[src/rtl/arb_park_pkg.sv]
package arb_park_pkg;

  typedef enum logic [1:0] {
    PARK_NONE = 2'b00,
    PARK_RSVD = 2'b01,
    PARK_LAST = 2'b10,
    PARK_PROG = 2'b11
  } park_mode_e;

endpackage

[src/rtl/arb_rr_pick.sv]
module arb_rr_pick #(
  parameter int N  = 8,
  parameter int IW = 3
) (
  input  logic [N-1:0]  req,
  input  logic [IW-1:0] last,
  output logic          any,
  output logic [IW-1:0] pick
);

  // search upward from last+1, wrapping, first hit wins
  always_comb begin
    any  = 1'b0;
    pick = '0;
    for (int k = 1; k <= N; k++) begin
      int idx;
      idx = int'(last) + k;
      if (idx >= N) idx = idx - N;
      if (!any && req[IW'(idx)]) begin
        any  = 1'b1;
        pick = IW'(idx);
      end
    end
  end

endmodule

[src/rtl/arb_park_target.sv]
module arb_park_target
  import arb_park_pkg::*;
#(
  parameter int N  = 8,
  parameter int IW = 3
) (
  input  park_mode_e    mode,
  input  logic [IW-1:0] sel,
  input  logic [IW-1:0] last,
  output logic          park_v,
  output logic [IW-1:0] park_id
);

  always_comb begin
    park_v  = 1'b0;
    park_id = '0;
    unique case (mode)
      PARK_LAST: begin
        park_v  = 1'b1;
        park_id = last;
      end
      PARK_PROG: begin
        park_v  = (int'(sel) < N);
        park_id = sel;
      end
      default: begin
        park_v  = 1'b0;
        park_id = '0;
      end
    endcase
  end

endmodule

[src/rtl/arb_tenure.sv]
module arb_tenure #(
  parameter int MAX_OUT = 2
) (
  input  logic clk,
  input  logic rst_n,
  input  logic start_acc,
  input  logic addr_ack,
  input  logic data_done,
  input  logic pipe_dis,
  output logic addr_busy,
  output logic data_idle,
  output logic free
);

  localparam int CW = $clog2(MAX_OUT + 1);

  logic          busy_q;
  logic [CW-1:0] pend_q;
  logic          ack_ok;
  logic          done_ok;

  assign ack_ok  = addr_ack && busy_q;
  assign done_ok = data_done && (pend_q != '0);

  always_ff @(posedge clk or negedge rst_n) begin
    if (!rst_n) begin
      busy_q <= 1'b0;
      pend_q <= '0;
    end else begin
      if (start_acc)   busy_q <= 1'b1;
      else if (ack_ok) busy_q <= 1'b0;
      if (ack_ok && !done_ok)      pend_q <= pend_q + 1'b1;
      else if (!ack_ok && done_ok) pend_q <= pend_q - 1'b1;
    end
  end

  assign addr_busy = busy_q;
  assign data_idle = (pend_q == '0);
  assign free = !busy_q && (pipe_dis ? (pend_q == '0) : (pend_q < CW'(MAX_OUT)));

endmodule

[src/rtl/arb_park_top.sv]
module arb_park_top
  import arb_park_pkg::*;
#(
  parameter  int NUM_MASTERS = 8,
  parameter  int MAX_OUT     = 2,
  localparam int IDW         = (NUM_MASTERS > 1) ? $clog2(NUM_MASTERS) : 1
) (
  input  logic                   clk,
  input  logic                   rst_n,
  input  logic [NUM_MASTERS-1:0] req,
  input  logic                   start,
  input  logic                   addr_ack,
  input  logic                   data_done,
  input  logic                   cfg_wr,
  input  logic [1:0]             cfg_park_mode,
  input  logic [IDW-1:0]         cfg_park_sel,
  input  logic                   cfg_pipe_dis,
  output logic [NUM_MASTERS-1:0] gnt
);

  park_mode_e     mode_q;
  logic [IDW-1:0] sel_q;
  logic           pipe_dis_q;

  logic           gnt_v_q;
  logic [IDW-1:0] gnt_id_q;
  logic [IDW-1:0] last_q;
  logic           served_q;

  logic           addr_busy, data_idle, free, start_acc;
  logic           rr_any, park_v;
  logic [IDW-1:0] rr_pick, park_id;

  always_ff @(posedge clk or negedge rst_n) begin
    if (!rst_n) begin
      mode_q     <= PARK_NONE;
      sel_q      <= '0;
      pipe_dis_q <= 1'b1;
    end else if (cfg_wr) begin
      mode_q     <= park_mode_e'(cfg_park_mode);
      sel_q      <= cfg_park_sel;
      pipe_dis_q <= cfg_pipe_dis;
    end
  end

  assign start_acc = start && gnt_v_q && free;

  arb_tenure #(.MAX_OUT(MAX_OUT)) u_ten (
    .clk       (clk),
    .rst_n     (rst_n),
    .start_acc (start_acc),
    .addr_ack  (addr_ack),
    .data_done (data_done),
    .pipe_dis  (pipe_dis_q),
    .addr_busy (addr_busy),
    .data_idle (data_idle),
    .free      (free)
  );

  arb_rr_pick #(.N(NUM_MASTERS), .IW(IDW)) u_rr (
    .req  (req),
    .last (last_q),
    .any  (rr_any),
    .pick (rr_pick)
  );

  arb_park_target #(.N(NUM_MASTERS), .IW(IDW)) u_park (
    .mode    (mode_q),
    .sel     (sel_q),
    .last    (last_q),
    .park_v  (park_v),
    .park_id (park_id)
  );

  always_ff @(posedge clk or negedge rst_n) begin
    if (!rst_n) begin
      gnt_v_q  <= 1'b0;
      gnt_id_q <= '0;
      last_q   <= '0;
      served_q <= 1'b0;
    end else if (start_acc) begin
      last_q   <= gnt_id_q;
      served_q <= 1'b1;
    end else if (free) begin
      if (gnt_v_q && req[gnt_id_q] && !served_q) begin
        gnt_v_q <= 1'b1;            // unused grant, holder now asks: keep it
      end else if (rr_any) begin
        gnt_v_q  <= 1'b1;
        gnt_id_q <= rr_pick;
        served_q <= 1'b0;
      end else begin
        gnt_v_q  <= park_v;
        gnt_id_q <= park_id;
        served_q <= 1'b0;
      end
    end
  end

  always_comb begin
    gnt = '0;
    if (gnt_v_q) gnt[gnt_id_q] = 1'b1;
  end

endmodule

[config.mk]
export PLATFORM = sky130hd
export DESIGN_NAME = arb_park_top
export DESIGN_NICKNAME = d
export VERILOG_FILES = /design/src/rtl/arb_park_pkg.sv /design/src/rtl/arb_rr_pick.sv /design/src/rtl/arb_park_target.sv /design/src/rtl/arb_tenure.sv /design/src/rtl/arb_park_top.sv
export SDC_FILE = /design/constraint.sdc
export NUM_CORES = 1
export LEC_CHECK = 0
export ABC_AREA = 0
export BUFFER_PORTS_ARGS = -buffer_cell sky130_fd_sc_hd__buf_4
export CORE_UTILIZATION = 55
export CTS_BUF_LIST = sky130_fd_sc_hd__clkbuf_8
export DETAILED_ROUTE_END_ITERATION = 10
export GPL_ROUTABILITY_DRIVEN = 0
export PLACE_DENSITY = 0.88
export SYNTH_ARGS = -nofsm -noshare
export SYNTH_HDL_FRONTEND = slang
export SYNTH_SLANG_ARGS = --single-unit
[constraint.sdc]
create_clock -name clk -period 7.15 [get_ports clk]
set_input_delay 0.3575 -clock clk [delete_from_list [all_inputs] [get_ports clk]]
set_output_delay 0.3575 -clock clk [all_outputs]
set_load 0.02 [all_outputs]
==> impl_metrics.tcl <==
set metrics [dict create \
    cp_max_fo 14 \
    synth_area_sq_um 1890 \
    portBuffers 27 \
    worstPathArrival_ns 3.58 \
    post_drt_wl_per_cell_microns 17.1 \
    cp_cell_sequence "inv_1, ha_1, xnor2_2, mux2_2, mux2i_2, o22ai_1, o21ai_0, o21ai_1, o32a_1" \
    p_leak_uw 0.000911 \
    relSlewSlack_pct 46.9 \
    cp-start-kind "flop" \
    p_per_area_nw_per_um2 532 \
    hold_viol 0 \
    path_class "reg2reg" \
    final.setup.tns_ns 0 \
    cts_resized 0 \
    grt_pass1_vias 1470 \
    drt_iter0_drc 77 \
    coreArea_sq_um 3150 \
    start_util_pct 60.1 \
    antenna_found_initial 0 \
    clkSlewWorstSetupHoldPaths_ns 0.06 \
    synth_seq_cells 17 \
    htreeDepth 1 \
    drive_gt1_share_pct 31.7 \
    final.min_clock_period_ns 3.44 \
    yosysTopAreaCell "dfrtp_1" \
    die_h_microns 60.7 \
    worst_hold_path_type "in2reg" \
    skew_ns 0.00523 \
    fin_nets 229 \
    cts_buffers 3 \
    synth_edf_count 0 \
    reg2reg_from "last_q[0]" \
    setup_viol 0 \
    grt_max_degree 18 \
    fin_util_pct 67.3 \
    die_x_microns 60.7 \
    num-fill-cells 258 \
    cts_buffer_depth 2 \
    dieArea_sq_um 3680 \
    cts_tree "built" \
    cp_slowest_stage_delay_ns 0.71 \
    vias 1559 \
    max_freq_mhz 291 \
    final_cells 249 \
    cp_slowest_cell "dfrtp_1" \
    area_delta_synth_final_pct 12.0 \
    synth-seq-area-share_pct 22.5 \
    cp-startpoint "last_q[0]" \
    hp-start "addr_ack" \
    final_common_cell "buf_4" \
    worst_slew_pin_slew_ns 0.796 \
    hpwl_microns 3160 \
    status "finished clean" \
    required_ns 7.29 \
    diodes 0 \
    synth_cells 183 \
    row_count 20 \
    grt_pass1_wl_microns 6980 \
    wirelength_microns 4250 \
    avgViaCountPerCell 6.26 \
    io_pins 28 \
    placed_cells 244 \
    yosys-top-cells-area "dfrtp_1 21%, mux4_1 8.3%, mux4_2 8.3%" \
    worst_hold_path.num_cells 2 \
    whs_ns 0.306 \
    overflow 0 \
    grt.total_usage_pct 25.9 \
    yosys_warnings 0 \
    ys.flop_type "dfrtp_1" \
    rsz0062_at_grt "false" \
    drc 0 \
    clk_latency_ns 0.25 \
    synthArstFlopShare_pct 100 \
    cts_num_sinks 17 \
    final_cell_mix "27 x buf_4, 20 x nand2_1, 16 x dfrtp_1" \
    syn-num-nets 206 \
    cts-root-buf "clkbuf_8" \
    reg2reg_depth 9 \
    avgSynthCellArea_sq_um 10.4 \
    fin_crit_sh_pct 48.1 \
    cap_violations 0 \
    ys_types 56 \
    worst_setup_path_end_kind "flop" \
    drtPass1Iterations 4 \
    slew_viol_final 0 \
    ant_nets 0 \
    synth_top_area_share_pct 21.1 \
    ir_drop_v 0.000267 \
]
-- cell type report --
type                    count  area (sq um)  share of cell area (%)
multi-input cells         148          1350                    63.7
flip-flops and latches     17           427                    20.1
repair buffers             28           213                    10.0
well taps                  44          55.1                    2.60
clock buffers               3          41.3                    1.95
inverters                   8          30.0                    1.42
clock inverters             1          3.75                   0.177
-- flip-flops by register name, indices dropped and copies added (netlist names) --
signal and flops:
last_q 3, u_ten.pend_q 2, u_ten.addr_busy 1, gnt_v_q 1
pipe_dis_q 1, served_q 1, mode_q 2, gnt_id_q 3
sel_q 3
-- through the flow --
step | power (uW) | worst slack, ns | area (sq um)
floorplan | 924 | 4.37 | 1890
global placement | 1030 | 3.81 | 2070
detailed placement | 1040 | 3.80 | 2070
CTS | 1120 | 3.71 | 2120
global route | 1210 | 3.48 | 2120
finish | 1130 | 3.71 | 2120
-- worst max-delay path, delay by kind of cell (launching register included) --
| family | cells | cell delay [ns] |
|---|---|---|
| DFF | 1 | 0.71 |
| adders and majority gates | 1 | 0.36 |
| AOI/OAI and AO/OA | 4 | 0.71 |
| buffers and inverters | 1 | 0.34 |
| xor gates and xnor gates | 1 | 0.41 |
| muxes | 2 | 0.78 |
-- cells in the mapped netlist (2+ instances only) --
cell / count
buf_2: 2
nor2b_1: 5
a21o_1: 2
mux2i_1: 7
nand2b_1: 7
nor2_1: 14
dfrtp_1: 16
nand2_1: 20
o22ai_1: 3
mux4_2: 7
mux4_1: 6
mux2i_4: 3
clkbuf_1: 2
mux2_2: 10
o32a_1: 2
nor3_1: 3
inv_1: 8
a22oi_1: 2
and2b_2: 2
o21bai_1: 2
ha_1: 3
xnor2_1: 2
xor2_1: 3
o21ai_0: 12
o21ai_1: 2
nand3_1: 6
buf_4: 2
a21oi_1: 2
-- cell families (layout without fill, tap and decap cells) --
family / count (synthesis) / in the layout / share of synthesized area (%)
compound gates: 38 / 38 / 14.4
xor+xnor: 7 / 7 / 4.62
fa+ha+maj: 3 / 3 / 1.98
buf+inv: 18 / 40 / 6.14
flops: 17 / 17 / 22.5
mux: 35 / 35 / 31.4
simple gates: 65 / 65 / 19.0
-- metal layers --
metal | vias to the layer above | GRT usage, % | routed length (microns)
li1 | 734 | - | -
met1 | 749 | 35.9 | 1740
met2 | 69 | 44.1 | 2230
met3 | 7 | 2.56 | 229
met4 | 0 | 6.17 | 46
met5 | - | 0 | 0
-- where the power goes --
part,internal (uW),switching [uW]
Clock,38.1,31.0
Sequential,130,91.3
Combinational,402,435
Total,570,557
-- what timing repair did --
item | CTS | global route
endpoints found under the hold margin | 16 | 0
setup buffers | 0 | 0
hold buffers | 1 | 0
-- worst paths after layout --
kind / end / slack (ns)
hold / removal: u_ten.addr_busy / 0.31
min in group asynchronous: u_ten.addr_busy / 0.51
setup / recovery: gnt_id_q[1] / 3.71
setup reg to reg: gnt_id_q[1] / 3.71
max in group asynchronous: pipe_dis_q / 6.40
hold reg to reg: served_q / 0.50
Power figures use the tool's default switching activity.
